### src/rtl/alu3bus_pkg.sv
package alu3bus_pkg;
   localparam int FN_COUNT = 8;
   localparam int FN_IDX_W = $clog2(FN_COUNT);

   typedef enum logic [FN_IDX_W-1:0] {
      OP_PASS_A = 3'd0,
      OP_PASS_B = 3'd1,
      OP_ADD    = 3'd2,
      OP_SUB    = 3'd3,
      OP_AND    = 3'd4,
      OP_OR     = 3'd5,
      OP_XOR    = 3'd6,
      OP_INV_B  = 3'd7
   } alu_op_e;
endpackage

### src/rtl/alu3bus_opnd.sv
// Conditions the first source bus when it carries an immediate field.
module alu3bus_opnd #(
   parameter int WIDTH = 32,
   parameter int IMM_W = 20
) (
   input  logic [WIDTH-1:0] raw,
   input  logic             imm_en,
   input  logic             imm_sext,
   output logic [WIDTH-1:0] cond
);
   localparam int HI_W = WIDTH - IMM_W;

   logic fill;

   always_comb begin
      fill = imm_sext & raw[IMM_W-1];
      if (imm_en) cond = {{HI_W{fill}}, raw[IMM_W-1:0]};
      else        cond = raw;
   end
endmodule

### src/rtl/alu3bus_sel.sv
// Priority decode of the one-hot select: lowest set bit wins.
module alu3bus_sel
   import alu3bus_pkg::*;
#(
   parameter int NFN = FN_COUNT
) (
   input  logic [NFN-1:0] func_sel,
   output alu_op_e        op,
   output logic           any
);
   always_comb begin
      op  = OP_PASS_A;
      any = 1'b0;
      for (int i = NFN - 1; i >= 0; i--) begin
         if (func_sel[i]) begin
            op  = alu_op_e'(i[FN_IDX_W-1:0]);
            any = 1'b1;
         end
      end
   end
endmodule

### src/rtl/alu3bus_arith.sv
// Shared adder/subtractor with carry and overflow.
module alu3bus_arith #(
   parameter int WIDTH      = 32,
   parameter bit RIPPLE_ADD = 1'b0
) (
   input  logic [WIDTH-1:0] a,
   input  logic [WIDTH-1:0] b,
   input  logic             sub,
   output logic [WIDTH-1:0] sum,
   output logic             cout,
   output logic             ovf
);
   localparam int MSB = WIDTH - 1;

   logic [WIDTH-1:0] bx;

   assign bx = b ^ {WIDTH{sub}};

   generate
      if (RIPPLE_ADD) begin : g_ripple
         logic [WIDTH:0] cy;
         assign cy[0] = sub;
         for (genvar k = 0; k < WIDTH; k++) begin : g_cell
            assign sum[k]  = a[k] ^ bx[k] ^ cy[k];
            assign cy[k+1] = (a[k] & bx[k]) | (cy[k] & (a[k] ^ bx[k]));
         end
         assign cout = cy[WIDTH];
      end else begin : g_behav
         logic [WIDTH:0] wide;
         assign wide = {1'b0, a} + {1'b0, bx} + {{WIDTH{1'b0}}, sub};
         assign sum  = wide[WIDTH-1:0];
         assign cout = wide[WIDTH];
      end
   endgenerate

   assign ovf = (a[MSB] == bx[MSB]) & (sum[MSB] ^ a[MSB]);
endmodule

### src/rtl/alu3bus.sv
module alu3bus
   import alu3bus_pkg::*;
#(
   parameter int WIDTH      = 32,
   parameter int IMM_W      = 20,
   parameter bit RIPPLE_ADD = 1'b0
) (
   input  logic [WIDTH-1:0]    b1,
   input  logic [WIDTH-1:0]    b2,
   input  logic [FN_COUNT-1:0] func_sel,
   input  logic                imm_en,
   input  logic                imm_sext,
   output logic [WIDTH-1:0]    b3,
   output logic                flag_n,
   output logic                flag_z,
   output logic                flag_v,
   output logic                flag_c
);
   generate
      if (IMM_W < 1 || IMM_W >= WIDTH) begin : g_bad_imm
         $error("alu3bus: IMM_W must lie in 1..WIDTH-1");
      end
      if (WIDTH < 2) begin : g_bad_width
         $error("alu3bus: WIDTH must be at least 2");
      end
   endgenerate

   logic [WIDTH-1:0] opa;
   logic [WIDTH-1:0] sum;
   logic             cout;
   logic             ovf;
   logic             any;
   alu_op_e          op;

   alu3bus_opnd #(.WIDTH(WIDTH), .IMM_W(IMM_W)) u_opnd (
      .raw(b1), .imm_en(imm_en), .imm_sext(imm_sext), .cond(opa)
   );

   alu3bus_sel #(.NFN(FN_COUNT)) u_sel (
      .func_sel(func_sel), .op(op), .any(any)
   );

   alu3bus_arith #(.WIDTH(WIDTH), .RIPPLE_ADD(RIPPLE_ADD)) u_arith (
      .a(opa), .b(b2), .sub(op == OP_SUB), .sum(sum), .cout(cout), .ovf(ovf)
   );

   always_comb begin
      b3     = '0;
      flag_v = 1'b0;
      flag_c = 1'b0;
      if (any) begin
         unique case (op)
            OP_PASS_A: b3 = opa;
            OP_PASS_B: b3 = b2;
            OP_ADD, OP_SUB: begin
               b3     = sum;
               flag_v = ovf;
               flag_c = cout;
            end
            OP_AND:   b3 = opa & b2;
            OP_OR:    b3 = opa | b2;
            OP_XOR:   b3 = opa ^ b2;
            OP_INV_B: b3 = ~b2;
            default:  b3 = '0;
         endcase
      end
      flag_n = b3[WIDTH-1];
      flag_z = (b3 == '0);
   end
endmodule

### config.mk
export PLATFORM = sky130hd
export DESIGN_NAME = alu3bus
export DESIGN_NICKNAME = d
export VERILOG_FILES = /design/src/rtl/alu3bus_pkg.sv /design/src/rtl/alu3bus_opnd.sv /design/src/rtl/alu3bus_sel.sv /design/src/rtl/alu3bus_arith.sv /design/src/rtl/alu3bus.sv
export SDC_FILE = /design/constraint.sdc
export NUM_CORES = 1
export LEC_CHECK = 0
export BUFFER_PORTS_ARGS = -buffer_cell sky130_fd_sc_hd__buf_2
export CORE_MARGIN = 4
export CORE_UTILIZATION = 55
export DETAILED_ROUTE_END_ITERATION = 8
export GPL_ROUTABILITY_DRIVEN = 0
export PLACE_DENSITY = 0.8
export SETUP_SLACK_MARGIN = 0.3
export SYNTH_ARGS = -nofsm -noshare
export SYNTH_HDL_FRONTEND = slang
export SYNTH_SLANG_ARGS = --single-unit
### constraint.sdc
create_clock -name vclk -period 5.7
set_input_delay 0.285 -clock vclk [all_inputs]
set_output_delay 0.285 -clock vclk [all_outputs]
set_load 0.02 [all_outputs]
## Word-level counts from Yosys, hierarchy flattened

Index checks and enable logic that the tools add are counted.

- Bits in registers: 0
- Bits of input ports: 74

- Eq/ne operators: 8
- $add $sub $neg: 2
- Bitwise gates (word level): 8
- Reduce and logical (&&, ||, !) cells: 3
- Multiplexer cells: 23

Operators with widths:

| cell | count |
|---|---|
| 32-bit one-hot mux with 7 select lines | 1 |
| 32-bit 2-to-1 mux | 2 |
| 32-bit XOR | 2 |
| 32-bit by 32-bit adder with 33-bit output | 1 |
| 33-bit by 1-bit adder with 33-bit output | 1 |
| 32-bit bitwise AND | 1 |
| 32-bit zero test | 1 |
| 32-bit inverter | 1 |
| 32-bit bitwise OR | 1 |
| 3-bit 2-to-1 mux | 8 |
| 3-bit equality test, second input constant | 4 |
| 1-bit 2-to-1 mux | 12 |
| 3-bit by 2-bit equality test with 1-bit output, second input constant | 2 |
| 3-bit by 1-bit equality test with 1-bit output, second input constant | 1 |
| 3-bit zero test | 1 |
| 1-bit bitwise AND | 2 |
| 2-bit OR reduction | 1 |
| 1-bit equality test | 1 |
| 1-bit XOR | 1 |

## Longest topological paths before layout

Gate-level depths: netlist (run 1).

- Depth after elaboration: 16
- Depth in mapped cells: 17
- Mapped depth without buffers: 14

## Cells and area by module

A second synthesis (run 1) with hierarchy kept.

- Cell total of the unflattened synthesis: 794
- Area total of the unflattened synthesis: 5791.8 µm²

By module, submodules not included:

| module | area an instance (µm²) | cells an instance | times used |
|---|---|---|---|
| alu3bus | 3206.8 | 425 | 1 |
| alu3bus_arith | 2183.3 | 309 | 1 |
| alu3bus_opnd | 321.6 | 47 | 1 |
| alu3bus_sel | 80.1 | 13 | 1 |

## Least setup slack after synthesis (run 1)

No wires, ideal clock.

- Path kind: input to output
- Start: input func_sel[1]
- End: output flag_z
- Setup slack: 0.701 ns
- Arrival: 4.714 ns
- Required time: 5.415 ns
- Stages: 16
- Buffers on the path: 3
- Path through: buf_2 > nor4b_1 > buf_2 > buf_1 > xnor2_1 > ha_1 > nand2_1 > or4_1 > o2111a_2 > nor3b_1 > mux2i_1 > o311ai_0 > or3_1 > nor4_1 > nand2_1 > nor4_2

- Longest elaborated chain between the ends: 9

RTL lines:

| element | RTL line | RTL |
|---|---|---|
| start: declaration | alu3bus.sv:10 | `input logic [FN_COUNT-1:0] func_sel,` |
| 3-bit 2-to-1 mux (2 in a row) | alu3bus_sel.sv:15 | `if (func_sel[i]) begin` |
| 3-bit by 2-bit equality test with 1-bit output | alu3bus.sv:44, alu3bus.sv:52 |  |
| 32-bit XOR | alu3bus_arith.sv:17 | `assign bx = b ^ {WIDTH{sub}};` |
| 32-bit by 32-bit adder with 33-bit output | alu3bus_arith.sv:30 | `assign wide = {1'b0, a} + {1'b0, bx} + {{WIDTH{1'b0}}, sub};` |
| 33-bit by 1-bit adder with 33-bit output | alu3bus_arith.sv:30 |  |
| 32-bit one-hot mux with 7 select lines | alu3bus.sv:52 | `unique case (op)` |
| 32-bit 2-to-1 mux (*) | alu3bus.sv:51 | `if (any) begin` |
| net b3[17] | alu3bus.sv:13 | `output logic [WIDTH-1:0] b3,` |
| 32-bit zero test (*) | alu3bus.sv:68 | `flag_z = (b3 == '0);` |
| end: declaration | alu3bus.sv:15 | `output logic flag_z,` |

The timed path passes the listed nets; every way through them passes the cells marked *.

## Final worst setup path (run 1)

- Start: input func_sel[1]
- End: output flag_z

- Longest elaborated chain between the ends: 9

RTL lines:

| element | RTL line |
|---|---|
| 3-bit 2-to-1 mux (2 in a row) | alu3bus_sel.sv:15 |
| 3-bit by 2-bit equality test with 1-bit output | alu3bus.sv:44, alu3bus.sv:52 |
| 32-bit XOR | alu3bus_arith.sv:17 |
| 32-bit by 32-bit adder with 33-bit output | alu3bus_arith.sv:30 |
| 33-bit by 1-bit adder with 33-bit output | alu3bus_arith.sv:30 |
| 32-bit one-hot mux with 7 select lines | alu3bus.sv:52 |
| 32-bit 2-to-1 mux (*) | alu3bus.sv:51 |
| 32-bit zero test (*) | alu3bus.sv:68 |

Every way passes the cells marked *; elsewhere a longest branch is shown, timed or not.

==> results.toml, run 1 <==
[cells_and_area]
diodes = 0
nets = 1055
nFlopsAndLatches = 0
clockBufferCount = 0
layout-drive-gt1-share_pct = 18.06
instances_no_fill = 1008
stdcell_area_mm2 = 0.006151
seqCellArea_um2 = 0
syn_to_final_growth_pct = 11.80

[floorplanning]
die_h_um = 108.0
io_pins = 110
die_x_um = 108.0
start_util_pct = 56.29
num_rows = 36
die_area_mm2 = 0.01167
core-area_mm2 = 0.009774

[route]
wirelength_um = 20070
ant_nets = 0
firstDrtPassIters = 8
wire_per_inst_um = 19.91
drc = 0
via_per_inst = 6.652
drtIter0Drc = 616
vias = 6705

[setup_path]
path_cells = "buf_2 > nor4b_2 > buf_4 > xnor2_1 > inv_1 > fa_1 > nand3b_1 > a2111oi_2 > o31a_1 > o21a_1 > nor2_1 > o41ai_1 > a221oi_1 > xnor2_1 > o21ai_0 > nor4_2 > buf_2"
cpMaxStageDelayCell = "o41ai_1"
crit_arrival_ns = 4.77
crit_path_max_incr_delay_ns = 0.59
crit_fanout = 20
cp_num_buf_inv = 4
critical_path_class = "in2out"
required_ns = 5.41
path_delay_family = "compound AO/OA/AOI/OAI gates"
cp-end-kind = "output pin"
setup.worst_path.start_class = "input port"

[sta]
post-route-period-util_pct = 88.75
setup_viol = 0
post-route-min-period_ns = 5.059
layout_setup_ws_ns = 0.6413
maxSlewViolCount = 0
fmax_ghz = 0.1977
worst_hold_slack_ns = 1.032
worst_pin_slew_ns = 1.063
finalHoldViolCount = 0
setup-tns-final_ns = 0
rsz0062_at_grt = "no"
relSlewSlack_pct = 28.78

[power]
leakage_nw = 2.953
comb_power_share_pct = 100.0
p_switching_mw = 0.3993
pwr-share-clk_pct = 0
ir_drop_v = 0.00008660
powerDensity_mw_per_mm2 = 104.1
seq_power_share_pct = 0
internal_power_mw = 0.2408
swShare_pct = 62.38

[logic_synthesis]
ys_seq_area_share_pct = 0
ys_types = 81
yosysWarnings = 0
syn_area_mm2 = 0.005502
synth.avg_cell_area_um2 = 6.929
syn-instance-count = 794
syn-num-nets = 972

[min_path]
hold_depth = 4
hold_start = "b2[0]"
hold_path.class = "in2out"
holdPathEnd = "b3[0]"

[grt]
antenna_found_initial = 0
grt_max_degree = 26
globalRoute.busiestLayer = "met2"
use_met3_pct = 5.672
grt_pass1_wl_um = 31360
track_usage_pct = 32.98
use_met1_pct = 45.74
grt_use_met2_pct = 51.15
grt_pass1_vias = 6152
overflow = 0

[clock_tree]
postCtsSetupRepairBufs = 0
ctsResizeCount = 0
cts_hold_buf = 0

[placed_design]
port_buffers = 110
post-place-ws_ns = 0.7961
placed_area_mm2 = 0.006151
place_inst = 1008
hpwl_um = 15420

[job]
cap_violations = 0

[status]
outcome = "complete, no violations"
[cell families after synthesis]
logic type	share of synthesized area (%)
compound gates	37.62
fa+ha+maj	23.79
simple gates	21.38
buf+inv	9.074
mux	1.296
xor+xnor	6.846
[how the worst max path moves through the flow]
| stage | start | end | cells past startpoint |
|---|---|---|---|
| 3_3_place_gp | func_sel[1] | flag_z | 17 |
| 2_1_floorplan | func_sel[1] | flag_z | 16 |
| 6_report | func_sel[1] | flag_z | 17 |
| 5_1_grt | func_sel[1] | flag_z | 17 |
| 4_1_cts | func_sel[1] | flag_z | 17 |
| 3_5_place_dp | func_sel[1] | flag_z | 17 |
[cells in the final DEF, fill, tap and decap left out, types with 11 or more instances in the layout]
cell	instances
buf_4	14
inv_1	83
o21ai_0	59
a21oi_1	60
xnor2_1	37
and3_1	13
o211ai_1	12
a21o_1	23
a211oi_1	11
nor3_1	16
nand2_1	58
ha_1	103
buf_2	110
nor2_1	40
nand3_1	11
[routing by layer]
layer | wire [um] | share of wire (%)
met1 | 8208 | 41
met2 | 8535 | 43
met3 | 2510 | 13
met4 | 819 | 4.1
met5 | 0 | 0
[tightest hold or removal path, cell delays in order]
cell and delay (ns):
buf_2 0.13, nand2_1 0.06, a31oi_1 0.10, buf_2 0.17
[power by group through the flow]
stage	clock network, mW	registers (mW)	logic [mW]
after global placement	0	0	0.613
after detailed placement	0	0	0.619
final	0	0	0.640
after CTS	0	0	0.624
after global routing	0	0	0.697
after floorplan	0	0	0.442
[per-stage QoR]
stage | util (%) | total power, mW
floorplan | - | 0.4421
global placement | 62.93 | 0.6128
detailed placement | 62.93 | 0.6193
CTS | 62.93 | 0.6237
global route | 62.93 | 0.6975
finish | 62.93 | 0.6402
[cell type report]
cell class / count / area (um2)
repair buffers: 124 / 655.6
fillers: 961 / 3623
inverters: 84 / 315.3
well taps: 133 / 166.4
multi-input cells: 667 / 5014
[synthesized netlist by cell type (all sizes together) (13+ instances only)]
cell type    n  share of area, %
ha         103                23
inv         84               5.7
o21ai       63               5.8
a21oi       61               5.6
nand2       58               4.0
nor2        41               3.1
xnor2       37               5.9
clkbuf      28               1.9
a21o        23               3.1
nor3        20               2.2
buf         15               1.4
and3        13               1.5
Note: power is estimated with default switching activity, not from simulation.
==> run 2: changes to the inputs <==
Settings changed: ABC_AREA from default to 1, PLACE_DENSITY 0.8 to 0.79.
Clock period 5.7 ns to 5 ns, I/O delays scaled along.
==> run 2 against run 1 <==
Against the previous run:
- first-iteration DRC count increased by 60%
- cell area is 5.3% higher
- sequential share of layout area unchanged
- combinational power grew 24%
- cell count up 31%
- via count is 12% higher
- sequential cell count did not move
- die area is 6.4% higher
- global-route usage decreased by 1.5 points
- clock-buffer cell count did not move
==> results.toml, run 2 <==
[setup_path]
crit_arrival_ns = 3.98
path_delay_family = "simple AND/OR/NAND/NOR gates"
cpMaxStageDelayCell = "o21ai_0"
path_cells = "buf_2 > inv_1 > nand4_2 > nand2_1 > nand2_1 > fa_1 > inv_1 > nand3_1 > nand2_1 > a21oi_1 > o21ai_0 > a21oi_1 > o21ai_0 > nand4_1 > nand2_1 > nand2_1 > nor2_1 > nand3_1 > nor2_1 > buf_2"
setup.worst_path.start_class = "input port"
crit_cells = 20
cp-end-kind = "output pin"
critical_path_class = "in2out"
cp_num_buf_inv = 4
required_ns = 4.75
crit_top_cell = "nand2_1"
crit_fanout = 12
crit_path_max_incr_delay_ns = 0.48

[logic_synthesis]
synth_most_common_cell = "nand2_1"
synth.avg_cell_area_um2 = 5.316
yosysTopAreaCellShare_pct = 21.90
yosysWarnings = 0
syn-instance-count = 1107
synth_common_cells = "nand2_1, inv_1, o21ai_0"
syn-num-nets = 1285
yosysTopAreaCell = "ha_1"
syn_area_mm2 = 0.005884
ys_types = 37
netlist_top_cells_area = "ha_1, nand2_1, inv_1"
ys_seq_area_share_pct = 0

[grt]
grt_max_degree = 41
antenna_found_initial = 0
track_usage_pct = 31.52
overflow = 0
grt_pass1_wl_um = 33150
grt_pass1_vias = 6701

[cells_and_area]
nFlopsAndLatches = 0
diodes = 0
syn_to_final_growth_pct = 10.12
nets = 1368
seqCellArea_um2 = 0
final_common_cell = "nand2_1"
most-common-layout-cells = "nand2_1, inv_1, o21ai_0, buf_2, ha_1"
layout-drive-gt1-share_pct = 11.45
instances_no_fill = 1324
clockBufferCount = 0

[placed_design]
port_buffers = 110
place_inst = 1324
hpwl_um = 16560

[power]
powerDensity_mw_per_mm2 = 122.3
leakage_nw = 3.802
ir_drop_v = 0.00005994

[min_path]
hold_path.class = "in2out"
hold_start = "b1[2]"
holdPathEnd = "b3[2]"
hold_depth = 6

[floorplanning]
die_area_mm2 = 0.01242
die_h_um = 111.4
die_x_um = 111.4
num_rows = 37
core-area_mm2 = 0.01037
io_pins = 110
start_util_pct = 56.74

[sta]
worst_pin_slew_ns = 1.133
worst_hold_slack_ns = 1.045
finalHoldViolCount = 0
relSlewSlack_pct = 24.39
setup_viol = 0
maxSlewViolCount = 0
rsz0062_at_grt = "no"
setup-tns-final_ns = 0
fmax_ghz = 0.2364
post-route-min-period_ns = 4.229
post-route-period-util_pct = 84.59

[route]
via_per_inst = 5.695
drtIter0Drc = 983
wirelength_um = 20610
drc = 0
wire_per_inst_um = 15.57
vias = 7540
ant_nets = 0
firstDrtPassIters = 9

[job]
cap_violations = 0

[clock_tree]
ctsResizeCount = 0
cts_hold_buf = 0
postCtsSetupRepairBufs = 0

[status]
outcome = "complete, no violations"
-- run 2: per-layer routing --
metal	vias to the layer above	global-route usage (%)	routed length, um
li1	3691	-	-
met1	3362	46.19	9017
met2	439	48.37	8442
met4	0	5.839	450
met3	48	5.815	2699
met5	-	0	0
-- run 2: worst min-delay path, delay by kind of cell --
kind	cells	cell delay, ns
buffers and inverters	4	0.40
AND/OR/NAND/NOR	1	0.06
AO/OA/AOI/OAI	1	0.10
-- run 2: power breakdown --
| part | switching [mW] | internal [mW] | total [mW] |
|---|---|---|---|
| Clock | 0 | 0 | 0 |
| Combinational | 0.535 | 0.258 | 0.793 |
| Sequential | 0 | 0 | 0 |
-- run 2: worst max path at each step --
stage | startpoint | endpoint | slack, ns
after floorplan | func_sel[1] | flag_z | 1.72
after global routing | func_sel[1] | flag_z | 0.52
final | func_sel[1] | flag_z | 0.77
after detailed placement | func_sel[1] | flag_z | 0.89
after global placement | func_sel[1] | flag_z | 0.93
after CTS | func_sel[1] | flag_z | 0.89
-- run 2: cells by family (layout without fill, tap and decap cells) --
kind of cell               count (synthesis)  in the layout  synth area share [%]
and+or+nand+nor                          522            522                 38.34
buffers and inverters                    251            332                 16.78
AOI/OAI and AO/OA                        199            199                 18.03
adders and majority gates                104            104                 22.24
xor gates and xnor gates                  31             31                 4.614
-- run 2: cell type report --
type,count,area [um2]
well taps,136,170.2
inverters,215,807.0
fillers,1136,3890
repair buffers,117,603.1
multi-input cells,856,4900
-- run 2: metrics by stage --
step	setup slack [ns]	utilization, %	power (mW)	cell area [um2]
6_report	0.7707	62.49	0.7926	6480
5_1_grt	0.5205	62.49	0.8873	6480
4_1_cts	0.8887	62.49	0.7703	6480
3_5_place_dp	0.8880	62.49	0.7671	6480
3_3_place_gp	0.9304	62.49	0.7578	6480
2_1_floorplan	1.717	-	0.5407	5884
